### src/rtl/pwm_timer_pkg.sv
package pwm_timer_pkg;
  localparam int ADR_CTRL   = 0;
  localparam int ADR_PERIOD = 1;
  localparam int ADR_ENABLE = 2;
  localparam int ADR_LEVEL  = 3;
  localparam int ADR_MODE   = 4;
  localparam int ADR_THRESH = 16;

  typedef enum logic [1:0] {
    MODE_LOW_FIRST  = 2'b00,
    MODE_HIGH_FIRST = 2'b01,
    MODE_FORCE0     = 2'b10,
    MODE_FORCE1     = 2'b11
  } chan_mode_e;
endpackage

### src/rtl/pwm_timer_regs.sv
module pwm_timer_regs
  import pwm_timer_pkg::*;
#(
  parameter int NCH = 12,
  parameter int CW  = 16,
  parameter int AW  = 5
) (
  input  logic              clk,
  input  logic              rst_n,
  input  logic              wr_en,
  input  logic [AW-1:0]     wr_addr,
  input  logic [2*NCH-1:0]  wr_data,
  output logic              run,
  output logic              down,
  output logic [CW-1:0]     period,
  output logic [NCH-1:0]    enable,
  output logic [NCH-1:0]    level,
  output logic [2*NCH-1:0]  mode,
  output logic [NCH*CW-1:0] thresh
);
  localparam int DW = 2 * NCH;

  // Scalar configuration registers
  always_ff @(posedge clk or negedge rst_n) begin
    if (!rst_n) begin
      run    <= 1'b0;
      down   <= 1'b0;
      period <= '0;
      enable <= '0;
      level  <= '0;
      mode   <= '0;
    end else if (wr_en) begin
      if (wr_addr == AW'(ADR_CTRL)) begin
        run  <= wr_data[0];
        down <= wr_data[1];
      end
      if (wr_addr == AW'(ADR_PERIOD)) period <= wr_data[CW-1:0];
      if (wr_addr == AW'(ADR_ENABLE)) enable <= wr_data[NCH-1:0];
      if (wr_addr == AW'(ADR_LEVEL))  level  <= wr_data[NCH-1:0];
      if (wr_addr == AW'(ADR_MODE))   mode   <= wr_data[DW-1:0];
    end
  end

  // One threshold register per channel
  for (genvar i = 0; i < NCH; i++) begin : g_thresh
    always_ff @(posedge clk or negedge rst_n) begin
      if (!rst_n)
        thresh[i*CW +: CW] <= '0;
      else if (wr_en && wr_addr == AW'(ADR_THRESH + i))
        thresh[i*CW +: CW] <= wr_data[CW-1:0];
    end
  end

  p_ctrl_write_r10: assert property (@(posedge clk) disable iff (!rst_n)
    wr_en && wr_addr == AW'(ADR_CTRL) |=> run == $past(wr_data[0]) && down == $past(wr_data[1]));

  p_period_write_r10: assert property (@(posedge clk) disable iff (!rst_n)
    wr_en && wr_addr == AW'(ADR_PERIOD) |=> period == $past(wr_data[CW-1:0]));

  p_mode_hold_r10: assert property (@(posedge clk) disable iff (!rst_n)
    !(wr_en && wr_addr == AW'(ADR_MODE)) |=> $stable(mode));
endmodule

### src/rtl/pwm_timer_counter.sv
module pwm_timer_counter #(
  parameter int CW = 16
) (
  input  logic          clk,
  input  logic          rst_n,
  input  logic          run,
  input  logic          down,
  input  logic [CW-1:0] period,
  output logic [CW-1:0] cnt
);
  logic [CW-1:0] cnt_nxt;

  always_comb begin
    cnt_nxt = cnt;
    if (run) begin
      if (!down) begin
        if (cnt >= period) cnt_nxt = '0;
        else               cnt_nxt = cnt + CW'(1);
      end else begin
        if (cnt == '0 || cnt > period) cnt_nxt = period;
        else                           cnt_nxt = cnt - CW'(1);
      end
    end
  end

  always_ff @(posedge clk or negedge rst_n) begin
    if (!rst_n) cnt <= '0;
    else        cnt <= cnt_nxt;
  end

  p_up_step_r2: assert property (@(posedge clk) disable iff (!rst_n)
    run && !down && cnt < period |=> cnt == $past(cnt) + CW'(1));

  p_up_wrap_r2: assert property (@(posedge clk) disable iff (!rst_n)
    run && !down && cnt >= period |=> cnt == '0);

  p_down_step_r3: assert property (@(posedge clk) disable iff (!rst_n)
    run && down && cnt != '0 && cnt <= period |=> cnt == $past(cnt) - CW'(1));

  p_down_reload_r3: assert property (@(posedge clk) disable iff (!rst_n)
    run && down && (cnt == '0 || cnt > period) |=> cnt == $past(period));

  p_hold_r4: assert property (@(posedge clk) disable iff (!rst_n)
    !run |=> $stable(cnt));
endmodule

### src/rtl/pwm_timer_chan.sv
module pwm_timer_chan
  import pwm_timer_pkg::*;
#(
  parameter int CW = 16
) (
  input  logic          clk,
  input  logic          rst_n,
  input  logic [CW-1:0] cnt,
  input  logic          down,
  input  logic [CW-1:0] thresh,
  input  logic [1:0]    mode,
  input  logic          enable,
  input  logic          level,
  output logic          pin
);
  logic below;
  logic pwm;

  // Strict compare on the way up, inclusive on the way down
  assign below = down ? (cnt <= thresh) : (cnt < thresh);

  always_comb begin
    unique case (chan_mode_e'(mode))
      MODE_LOW_FIRST:  pwm = ~below;
      MODE_HIGH_FIRST: pwm = below;
      MODE_FORCE0:     pwm = 1'b0;
      MODE_FORCE1:     pwm = 1'b1;
      default:         pwm = 1'b0;
    endcase
  end

  assign pin = enable ? pwm : level;

  p_force_low_r8: assert property (@(posedge clk) disable iff (!rst_n)
    enable && mode == 2'b10 |-> !pin);

  p_force_high_r8: assert property (@(posedge clk) disable iff (!rst_n)
    enable && mode == 2'b11 |-> pin);

  p_fallback_r9: assert property (@(posedge clk) disable iff (!rst_n)
    !enable |-> pin == level);

  p_zero_count_up_r5: assert property (@(posedge clk) disable iff (!rst_n)
    enable && mode == 2'b00 && !down && cnt == '0 && thresh != '0 |-> !pin);
endmodule

### src/rtl/pwm_timer.sv
module pwm_timer #(
  parameter int NCH = 12,
  parameter int CW  = 16,
  parameter int AW  = 5
) (
  input  logic             clk,
  input  logic             rst_n,
  input  logic             wr_en,
  input  logic [AW-1:0]    wr_addr,
  input  logic [2*NCH-1:0] wr_data,
  output logic [CW-1:0]    count_o,
  output logic [NCH-1:0]   pwm_o
);
  logic              run;
  logic              down;
  logic [CW-1:0]     period;
  logic [NCH-1:0]    enable;
  logic [NCH-1:0]    level;
  logic [2*NCH-1:0]  mode;
  logic [NCH*CW-1:0] thresh;
  logic [CW-1:0]     cnt;

  pwm_timer_regs #(.NCH(NCH), .CW(CW), .AW(AW)) u_regs (
    .clk     (clk),
    .rst_n   (rst_n),
    .wr_en   (wr_en),
    .wr_addr (wr_addr),
    .wr_data (wr_data),
    .run     (run),
    .down    (down),
    .period  (period),
    .enable  (enable),
    .level   (level),
    .mode    (mode),
    .thresh  (thresh)
  );

  pwm_timer_counter #(.CW(CW)) u_cnt (
    .clk    (clk),
    .rst_n  (rst_n),
    .run    (run),
    .down   (down),
    .period (period),
    .cnt    (cnt)
  );

  for (genvar i = 0; i < NCH; i++) begin : g_chan
    pwm_timer_chan #(.CW(CW)) u_chan (
      .clk    (clk),
      .rst_n  (rst_n),
      .cnt    (cnt),
      .down   (down),
      .thresh (thresh[i*CW +: CW]),
      .mode   (mode[2*i +: 2]),
      .enable (enable[i]),
      .level  (level[i]),
      .pin    (pwm_o[i])
    );
  end

  assign count_o = cnt;

  p_reset_pins_r1: assert property (@(posedge clk) disable iff (!rst_n)
    $rose(rst_n) |-> pwm_o == '0);
endmodule

### config.mk
export PLATFORM = sky130hd
export DESIGN_NAME = pwm_timer
export DESIGN_NICKNAME = d
export VERILOG_FILES = /design/src/rtl/pwm_timer_pkg.sv /design/src/rtl/pwm_timer_regs.sv /design/src/rtl/pwm_timer_counter.sv /design/src/rtl/pwm_timer_chan.sv /design/src/rtl/pwm_timer.sv
export SDC_FILE = /design/constraint.sdc
export NUM_CORES = 1
export LEC_CHECK = 0
export ABC_AREA = 1
export BUFFER_PORTS_ARGS = -buffer_cell sky130_fd_sc_hd__buf_4
export CORE_UTILIZATION = 25
export CTS_CLUSTER_SIZE = 20
export DETAILED_ROUTE_END_ITERATION = 16
export PLACE_DENSITY = 0.46
export SYNTH_ARGS = -nofsm -noshare
export SYNTH_HDL_FRONTEND = slang
export SYNTH_SLANG_ARGS = --single-unit
### constraint.sdc
create_clock -name clk -period 5.85 [get_ports clk]
set_input_delay 0.585 -clock clk [delete_from_list [all_inputs] [get_ports clk]]
set_output_delay 0.585 -clock clk [all_outputs]
set_load 0.005 [all_outputs]
==> results of run 1 <==
[power by group]
| group | internal [mW] | switching [mW] |
|---|---|---|
| logic | 1.58 | 2.50 |
| registers | 2.28 | 0.464 |
| clock network | 1.34 | 0.887 |
| total | 5.20 | 3.86 |
[metrics by stage]
step	cells	total power, mW	setup slack (ps)
global placement	2970	6.80	2680
finish	3034	9.05	2090
detailed placement	2970	6.91	2610
floorplan	2114	5.49	3360
CTS	3032	9.20	1990
global route	3032	9.95	1860
[final cells by class]
cell class                      count  share of cell area
Antenna cell                        2            0.000259
Inverter                          326              0.0632
Sequential cell                   274               0.354
Tap cell                          864              0.0559
Timing Repair Buffer               82              0.0328
Clock buffer                       50              0.0540
Multi-Input combinational cell   1424               0.433
Clock inverter                     12             0.00647
[worst max-delay path: stages (launching register included)]
cell	delay, ps
dfrtp_1	730
buf_4	410
ha_1	220
nand4_1	140
or2_2	350
o21ai_0	300
nand2_1	90
nand2_1	70
nand3_1	60
o21ai_0	80
buf_4	140
[cells in the final DEF (no fill, tap or decap), types with 6 or more instances in the layout]
master	count
ha_1	211
o21ai_0	302
nor2_1	115
clkbuf_16	37
clkinv_2	6
a21oi_2	10
inv_1	322
clkbuf_1	6
a21oi_1	122
dfrtp_1	272
a31oi_1	11
o21ai_1	7
nor3_1	8
xor2_1	18
nand3_1	101
clkbuf_8	7
nand4_1	21
nand2_1	436
o21a_1	12
or2_2	11
buf_4	80
nand2_2	6
[logic make-up (layout without fill, tap and decap cells)]
family | after synthesis | count (layout) | synth area share
flip-flops | 274 | 274 | 0.405
buffers and inverters | 416 | 470 | 0.0996
AO/OA/AOI/OAI | 468 | 468 | 0.144
adder cells (fa/ha/maj) | 211 | 211 | 0.156
multiplexers | 4 | 4 | 0.00266
XOR/XNOR | 19 | 19 | 0.00984
AND/OR/NAND/NOR | 722 | 722 | 0.182
other | 0 | 2 | 0
[routing by layer]
metal | routed length [um] | up-vias | part of all wire | GRT usage
met5 | 14 | - | 0.00026 | 0
met1 | 25400 | 6667 | 0.48 | 0.220
met2 | 23800 | 275 | 0.45 | 0.259
li1 | - | 6921 | - | -
met4 | 1010 | 2 | 0.019 | 0.0369
met3 | 2640 | 59 | 0.050 | 0.0271
[worst min-delay path by stage]
stage | end | from
2_1_floorplan | u_cnt.cnt[0]$_DFFE_PN0P_ | rst_n
3_3_place_gp | u_regs.thresh[116]$_DFFE_PN0P_ | u_regs.thresh[116]$_DFFE_PN0P_
3_5_place_dp | u_regs.level[4]$_DFFE_PN0P_ | u_regs.level[4]$_DFFE_PN0P_
4_1_cts | u_regs.thresh[73]$_DFFE_PN0P_ | rst_n
5_1_grt | u_regs.level[5]$_DFFE_PN0P_ | rst_n
6_report | u_regs.thresh[72]$_DFFE_PN0P_ | rst_n
[registers in the layout, summed over array words and instances (netlist names)]
signal	flops
u_cnt.cnt	16
u_regs.down	1
u_regs.enable	12
u_regs.level	12
u_regs.mode	24
u_regs.period	16
u_regs.run	1
u_regs.thresh	192
==> impl_metrics.toml, run 1 <==
[global_routing]
antenna_found_initial = 3
grt_start_max_net_pins = 115
grt_usage = 0.159
grt_first_pass_wirelength_um = 82400
remaining_global_route_overflow = 0
first_global_vias = 13700

[final_layout]
area_growth_syn_to_layout_pct = 14.4
fin_area_mm2 = 0.0193
layout-drive-gt1-share = 0.0886
multi_input_area_mm2 = 0.00838
layout.filler_cells = 7171
nNetsFinal = 2387
regArea_mm2 = 0.00686
post-route-util = 0.292

[die]
die_outline_area_mm2 = 0.0687
core_footprint_mm2 = 0.0663
floorplan.initialDensity = 0.255
io-pin-count = 60
num_rows = 94
vertical_die_dimension_um = 262
dieWidth_um = 262

[placed_design]
post-dp-hpwl_um = 34400
gp_routability_congestion = 0.837
placed_area_mm2 = 0.0182
place.port_buffers = 59

[setup_path]
r2r_setup_slack_ps = 2720
worst_setup_path_end_kind = "primary output"
crit_arrival_ps = 3170
critical_path_launch_point = "u_cnt.cnt[10]$_DFFE_PN0P_"
timing.rr.end = "u_cnt.cnt[11]$_DFFE_PN0P_"
worstPathMaxFanout = 13
critPathKind = "reg2out"
rr_startpoint = "u_cnt.cnt[0]$_DFFE_PN0P_"
cp-start-kind = "flip-flop"
worstPathRequired_ps = 5270
crit_end = "pwm_o[3]"
worstRegToRegCells = 11

[logic_synthesis]
synth_cell_area_mm2 = 0.0169
async_reset_ff_frac = 1.00
netlist-cell-type-count = 41
postSynthCellCount = 2114
synth.most_common_cell = "nand2_1"
postSynthRegisterBits = 274
net_count_after_synthesis = 2357
syn_avg_cell_area_um2 = 8.00
synth.top_cells.by_count = "nand2_1, inv_1, o21ai_0"
synth_area_leader_cell = "dfrtp_1"
yosys_warnings = 0
yosysSeqAreaShare = 0.405
synth-edff-count = 0
yosys_most_used_dff = "dfrtp_1"
synth_top_area_share = 0.405
netlist_top_cells_area = "dfrtp_1, ha_1, nand2_1"

[timing]
slew_violations = 0
clock.fmax_mhz = 266
final.period_utilization = 0.642
grt_setup_unrepaired = "false"
timing.final.hold_violations = 0
finalHoldWorstSlack_ps = 112
setup_total_negative_slack_ps = 0
setup_viol = 0
final_period_minus_worst_setup_slack_ps = 3760
slew_headroom = 0.228
skew_ps = 14.0
max_slew.worst_pin.slew_ps = 1160

[detailed_routing]
post_drt_via_cell_ratio = 4.59
postRouteWirelength_um = 52900
drc = 0
drt_pass1_iterations = 5
drt_iter0_markers = 880
num_vias = 13900
routedWlPerCell_um = 17.4
antenna_left = 0

[cts]
post-cts-setup-buffers = 0
cts_tree = "yes"
cts-root-to-sink-buffers = 3
post_cts_resize_count = 0
tritoncts.num_buffers = 36
path_clk_slew_ps = 50
ctsHtreeMaxLevel = 2
worst_skew_pair.late_latency_ps = 560
clockRootBuffer = "clkbuf_16"
cts-hold-fix-buffers = 0
cts.sink_count = 274

[power_and_ir_drop]
irDropWorstVdd_uv = 208
power.density_cell_area_mw_per_mm2 = 468
static_leakage_nw = 9.40

[outcome]
status = "finished, final reports clean"

[worst_hold_path]
holdCritPathClass = "in2async"

[job]
max_cap_viol_count = 0
No activity file was read; power rests on OpenSTA's default activity.
==> inputs of run 2 (changes only) <==
ABC_AREA = 0   (was 1)
PLACE_DENSITY = 0.47   (was 0.46)
clock period = 3.4 ns   (was 5.85 ns; I/O delays follow)
==> impl_metrics.toml, run 2 <==
[cts]
cts.sink_count = 274
cts_tree = "yes"
path_clk_slew_ps = 50
ctsHtreeMaxLevel = 2
tritoncts.num_buffers = 36
cts-root-to-sink-buffers = 3
worst_skew_pair.late_latency_ps = 550
clockRootBuffer = "clkbuf_16"

[die]
dieWidth_um = 259
floorplan.initialDensity = 0.254
core_footprint_mm2 = 0.0648
io-pin-count = 60
num_rows = 93
die_outline_area_mm2 = 0.0669
vertical_die_dimension_um = 259

[placed_design]
place.port_buffers = 59
placed_area_mm2 = 0.0181
preCtsSetupSlack_ps = 488
post-place-cells = 2530
gp_routability_congestion = 0.847
post-dp-hpwl_um = 32700

[setup_path]
critPathKind = "reg2out"
cp-start-kind = "flip-flop"
worstPathMaxFanout = 10
worst_setup_path_end_kind = "primary output"
worstPathRequired_ps = 3060
crit_arrival_ps = 2970

[timing]
grt_setup_unrepaired = "true"
skew_ps = 17.4
max_slew.worst_pin.slew_ps = 991
slew_violations = 0
timing.final.hold_violations = 0
setup_slack_ps = 90.0
final_period_minus_worst_setup_slack_ps = 3310
final.period_utilization = 0.974
clock.fmax_mhz = 302
slew_headroom = 0.338
setup_viol = 0

[final_layout]
layout.filler_cells = 6706
finalNonFillerCells = 2602
largest-register = "u_regs.thresh"
layout-drive-gt1-share = 0.202
area_growth_syn_to_layout_pct = 18.5
layout.cells.most_common_list = "dfrtp_1, ha_1, inv_1, mux2_2, nand2_1"
nNetsFinal = 1963
largest_register_ffs = 192
top_regs = "u_regs.thresh x192, u_regs.mode x24"
final_common_cell = "dfrtp_1"
fin_area_mm2 = 0.0195

[logic_synthesis]
synth_area_leader_cell = "dfrtp_1"
syn_avg_cell_area_um2 = 10.0
net_count_after_synthesis = 1890
synth_top_area_share = 0.416
synth-edff-count = 0
yosysSeqAreaShare = 0.416
netlist-cell-type-count = 55
postSynthCellCount = 1647
async_reset_ff_frac = 1.00
synth_cell_area_mm2 = 0.0165
yosys_warnings = 0
synth.most_common_cell = "dfrtp_1"
yosys_most_used_dff = "dfrtp_1"
postSynthRegisterBits = 274
synth.top_cells.by_count = "dfrtp_1, ha_1, inv_1"
netlist_top_cells_area = "dfrtp_1, ha_1, mux2_2"

[detailed_routing]
post_drt_via_cell_ratio = 4.77
route.met2.wl_um = 22900
drc = 0
drt_iter0_markers = 801
route.met3.wl_um = 1870
drt_pass1_iterations = 5
top_routing_layer_in_use = "met4"
postRouteWirelength_um = 51400
num_vias = 12400
wirelength_met1_um = 25500
antenna_left = 0
routedWlPerCell_um = 19.8

[job]
max_cap_viol_count = 0

[outcome]
status = "finished, final reports clean"

[power_and_ir_drop]
totalPowerFinal_mw = 14.8
irDropWorstVdd_uv = 353
static_leakage_nw = 9.52
power.density_cell_area_mw_per_mm2 = 758

[global_routing]
antenna_found_initial = 1
remaining_global_route_overflow = 0
first_global_vias = 12500
grt_usage = 0.155
grt_first_pass_wirelength_um = 77400
grt_start_max_net_pins = 89

[worst_hold_path]
holdCritPathClass = "in2reg"
run 2: cell count changes after synthesis, sizes merged, moves of 19 or more:
cell,delta
nand4,+19
nand3,-94
nor2,-82
a21o,+72
a21oi,-71
o21a,+25
inv,-124
nor3,+32
o21ai,-172
nand2,-304
mux2,+150
run 2: critical path: stages, from the launching register on:
cell	delay, ps
dfrtp_2	490
clkbuf_16	220
ha_1	320
a21o_1	170
a21o_1	170
a21oi_1	150
o21ai_0	140
o31ai_4	240
xor2_2	260
a21oi_1	120
buf_4	140
run 2: logic make-up (layout without fill, tap and decap cells):
kind of cell	Yosys count	after routing	share of synthesized area
adder cells (fa/ha/maj)	211	211	0.160
multiplexers	159	159	0.108
flip-flops	274	274	0.416
other	0	1	0
AND/OR/NAND/NOR	338	338	0.101
XOR/XNOR	15	15	0.00797
buffers and inverters	279	378	0.0670
AO/OA/AOI/OAI	371	371	0.139
run 2: final cells by class:
class / count / area, um2 / share of cell area
Sequential cell: 274 / 6860 / 0.351
Inverter: 201 / 754 / 0.0386
Multi-Input combinational cell: 1094 / 8720 / 0.447
Timing Repair Buffer: 113 / 1000 / 0.0513
Tap cell: 855 / 1070 / 0.0548
Clock inverter: 5 / 36.3 / 0.00186
Clock buffer: 59 / 1080 / 0.0553
Antenna cell: 1 / 2.50 / 0.000128
run 2: path summary, 6_finish.rpt:
check	slack, ps	start	to	depth (start not counted)
min in group asynchronous	390	rst_n	u_regs.thresh[161]$_DFFE_PN0P_	2
setup / recovery	90	u_cnt.cnt[9]$_DFFE_PN0P_	pwm_o[5]	10
setup reg to reg	400	u_cnt.cnt[9]$_DFFE_PN0P_	u_cnt.cnt[10]$_DFFE_PN0P_	8
max in group asynchronous	2160	rst_n	u_regs.thresh[121]$_DFFE_PN0P_	3
hold / removal	30	wr_data[17]	u_regs.mode[17]$_DFFE_PN0P_	2
hold reg to reg	500	u_regs.thresh[69]$_DFFE_PN0P_	u_regs.thresh[69]$_DFFE_PN0P_	1
run 2: what timing repair did:
action	in CTS	in global routing
hold buffers	4	0
setup endpoints to repair	7	12
buffers inserted	1	0
gates cloned	0	2
pin swaps	3	19
endpoints found under the hold margin	88	0
resized for setup	7	37
run 2: through the flow:
step	utilization	TNS [ps]	hold WS [ps]
after detailed placement	0.279	0	439
after global placement	0.279	0	443
final	0.301	0	31.5
after global routing	0.301	-10.7	4.94
after CTS	0.298	0	1.02
after floorplan	-	0	44.4
run 2: power breakdown:
part	switching [mW]	total, mW	internal, mW
Combinational	3.90	6.76	2.86
Sequential	0.383	4.38	3.99
Clock	1.49	3.66	2.17
Total	5.78	14.8	9.02
run 2: per-layer routing:
metal / up-vias / global-route usage
li1: 5930 / -
met2: 245 / 0.245
met4: 0 / 0.0491
met3: 73 / 0.0176
met5: - / 0
met1: 6175 / 0.219
==> inputs of run 3 (changes only) <==
SETUP_SLACK_MARGIN = 0.5   (was unset)
SYNTH_HIERARCHICAL = 1   (was unset)
clock period = 2.75 ns   (was 3.4 ns; I/O delays follow)
==> impl_metrics.toml, run 3 <==
[global_routing]
grt_start_max_net_pins = 68
first_global_vias = 13300
busiest_layer = "met2"
gr-usage-met3 = 0.0176
grt_first_pass_wirelength_um = 82400
grt_use_met2 = 0.278
remaining_global_route_overflow = 0
grt.met1_usage = 0.191
grt_usage = 0.155
antenna_found_initial = 1

[final_layout]
area_growth_syn_to_layout_pct = 26.0
top_regs = "u_regs/thresh x192, u_regs/mode x24"
final_common_cell = "dfrtp_1"
largest_register_ffs = 192
layout-drive-gt1-share = 0.364
fin_area_mm2 = 0.0218
largest-register = "u_regs/thresh"
antenna_cells = 0
layout.filler_cells = 6972
regArea_mm2 = 0.00687
nNetsFinal = 2015
multi_input_area_mm2 = 0.0102
layout.cells.most_common_list = "dfrtp_1, mux2_2, inv_1, ha_1, buf_4"

[setup_path]
cp-start-kind = "flip-flop"
timing.rr.end = "u_cnt/cnt[7]$_DFFE_PN0P_"
critPathKind = "reg2out"
crit_arrival_ps = 3050
r2r_setup_slack_ps = -200
worstPathMaxFanout = 5
worst_setup_path_end_kind = "primary output"
rr_startpoint = "u_cnt/cnt[6]$_DFFE_PN0P_"
worstPathRequired_ps = 2480
worstRegToRegCells = 12

[placed_design]
preCtsSetupSlack_ps = -208
gp_routability_congestion = 0.852
post-dp-hpwl_um = 36600
place.port_buffers = 59
placed_area_mm2 = 0.0194

[power_and_ir_drop]
power.internal_mw = 12.9
share_seq_of_total_power = 0.259
clockPowerShare = 0.195
power.density_cell_area_mw_per_mm2 = 986
totalPowerFinal_mw = 21.5
p_comb_frac = 0.547
power_switching_share = 0.398
irDropWorstVdd_uv = 499
net-switching-power_mw = 8.54
static_leakage_nw = 9.68

[timing]
final_period_minus_worst_setup_slack_ps = 3330
clock.fmax_mhz = 301
setup_slack_ps = -575
setup_viol = 27
grt_setup_unrepaired = "true"
slew_violations = 0
slew_headroom = 0.232
skew_ps = 23.8
max_slew.worst_pin.slew_ps = 1150
timing.final.hold_violations = 0
final.period_utilization = 1.21

[die]
core_footprint_mm2 = 0.0685
dieWidth_um = 265
vertical_die_dimension_um = 265
floorplan.initialDensity = 0.252
io-pin-count = 60
die_outline_area_mm2 = 0.0702
num_rows = 96

[detailed_routing]
drc = 0
num_vias = 12800
drt_pass1_iterations = 5
routedWlPerCell_um = 20.2
post_drt_via_cell_ratio = 4.80
drt_iter0_markers = 606
postRouteWirelength_um = 54200
antenna_left = 0

[logic_synthesis]
synth_area_leader_cell = "dfrtp_1"
netlist-cell-type-count = 67
netlist_top_cells_area = "dfrtp_1, mux2_2, ha_1"
yosys_warnings = 6
postSynthRegisterBits = 274
synth.top_cells.by_count = "dfrtp_1, mux2_2, inv_1"
yosys_most_used_dff = "dfrtp_1"
yosysSeqAreaShare = 0.397
syn_avg_cell_area_um2 = 10.8
async_reset_ff_frac = 1.00
synth.most_common_cell = "dfrtp_1"
net_count_after_synthesis = 1845
postSynthCellCount = 1602
synth-edff-count = 0
synth_top_area_share = 0.397
synth_cell_area_mm2 = 0.0173

[worst_hold_path]
hold_path_depth = 2
holdPathEnd = "u_regs/thresh[103]$_DFFE_PN0P_"
holdCritPathClass = "in2reg"
worst_hold_startpoint = "wr_data[7]"

[cts]
cts-root-to-sink-buffers = 3
tritoncts.num_buffers = 31
ctsHtreeMaxLevel = 1
worst_skew_pair.late_latency_ps = 590
path_clk_slew_ps = 70
clockRootBuffer = "clkbuf_16"
cts_tree = "yes"
cts.sink_count = 274

[job]
max_cap_viol_count = 0

[outcome]
status = "finished, violations left"
violations = "negative setup slack"
[run 3: cell types whose count changed in the layout (fill, tap and decap cells not counted), moves of 50 or more]
cell,delta
mux2_2,+93
o21ai_0,-125
nand2_1,-69
nand3_1,+50
buf_4,+50
a21o_1,-61
[run 3: area by class of cell]
| class | count | share of cell area |
|---|---|---|
| inverters | 223 | 0.0384 |
| well taps | 882 | 0.0507 |
| repair buffers | 195 | 0.0820 |
| multi-input cells | 1047 | 0.467 |
| flip-flops and latches | 274 | 0.316 |
| clock inverters | 15 | 0.00603 |
| clock buffers | 43 | 0.0404 |
[run 3: how the worst max path moves through the flow]
stage / endpoint / cells past startpoint / start / slack (ps)
after floorplan: u_cnt/cnt[12]$_DFFE_PN0P_ / 9 / u_cnt/cnt[7]$_DFFE_PN0P_ / 80
after global placement: pwm_o[10] / 9 / u_cnt/cnt[11]$_DFFE_PN0P_ / -260
after detailed placement: pwm_o[10] / 9 / u_cnt/cnt[11]$_DFFE_PN0P_ / -210
after CTS: pwm_o[10] / 9 / u_cnt/cnt[10]$_DFFE_PN0P_ / -600
after global routing: pwm_o[10] / 9 / u_cnt/cnt[7]$_DFFE_PN0P_ / -660
final: pwm_o[6] / 8 / u_cnt/cnt[7]$_DFFE_PN0P_ / -580
[run 3: through the flow]
| step | hold WS [ps] | setup TNS, ps | utilization | std cells |
|---|---|---|---|---|
| 4_1_cts | 167 | -7890 | 0.311 | 2665 |
| 3_3_place_gp | 256 | -620 | 0.283 | 2572 |
| 3_5_place_dp | 257 | -763 | 0.283 | 2572 |
| 6_report | 181 | -7850 | 0.318 | 2679 |
| 2_1_floorplan | -20.6 | 0 | - | 1602 |
| 5_1_grt | 161 | -10570 | 0.318 | 2679 |
[run 3: timing repair]
item	4_1_cts	5_1_grt
hold buffers	9	0
hold endpoints to repair	59	0
pin swaps	43	39
resized for setup	99	60
buffers inserted	26	14
setup endpoints to repair	28	28
[run 3: worst max-delay path, stage by stage, from the launching register on]
cell	delay (ps)
dfrtp_2	510
buf_6	180
ha_1	320
a21oi_2	150
o21ai_1	90
a221o_1	360
o31a_1	320
or3_4	390
buf_4	140
[run 3: cell families (layout without fill, tap and decap cells)]
kind of cell,after synthesis,count (layout),share of synthesized area
AOI/OAI and AO/OA,228,228,0.0924
xor gates and xnor gates,14,14,0.00709
adders and majority gates,211,211,0.153
buffers and inverters,281,476,0.0687
DFF,274,274,0.397
muxes,266,266,0.175
and+or+nand+nor,328,328,0.107
[run 3: metal layers]
metal / up-vias / routed length, um
li1: 6056 / -
met1: 6476 / 23100
met2: 224 / 27400
met3: 90 / 1860
met4: 0 / 1810
met5: - / 0
[run 3: power by group through the flow]
stage | clock, mW | sequential [mW] | combinational [mW]
after global placement | 0 | 5.64 | 9.72
after detailed placement | 0 | 5.67 | 9.86
after CTS | 4.31 | 5.56 | 11.0
after floorplan | 0 | 5.73 | 5.81
after global routing | 4.47 | 5.68 | 13.0
final | 4.18 | 5.56 | 11.7
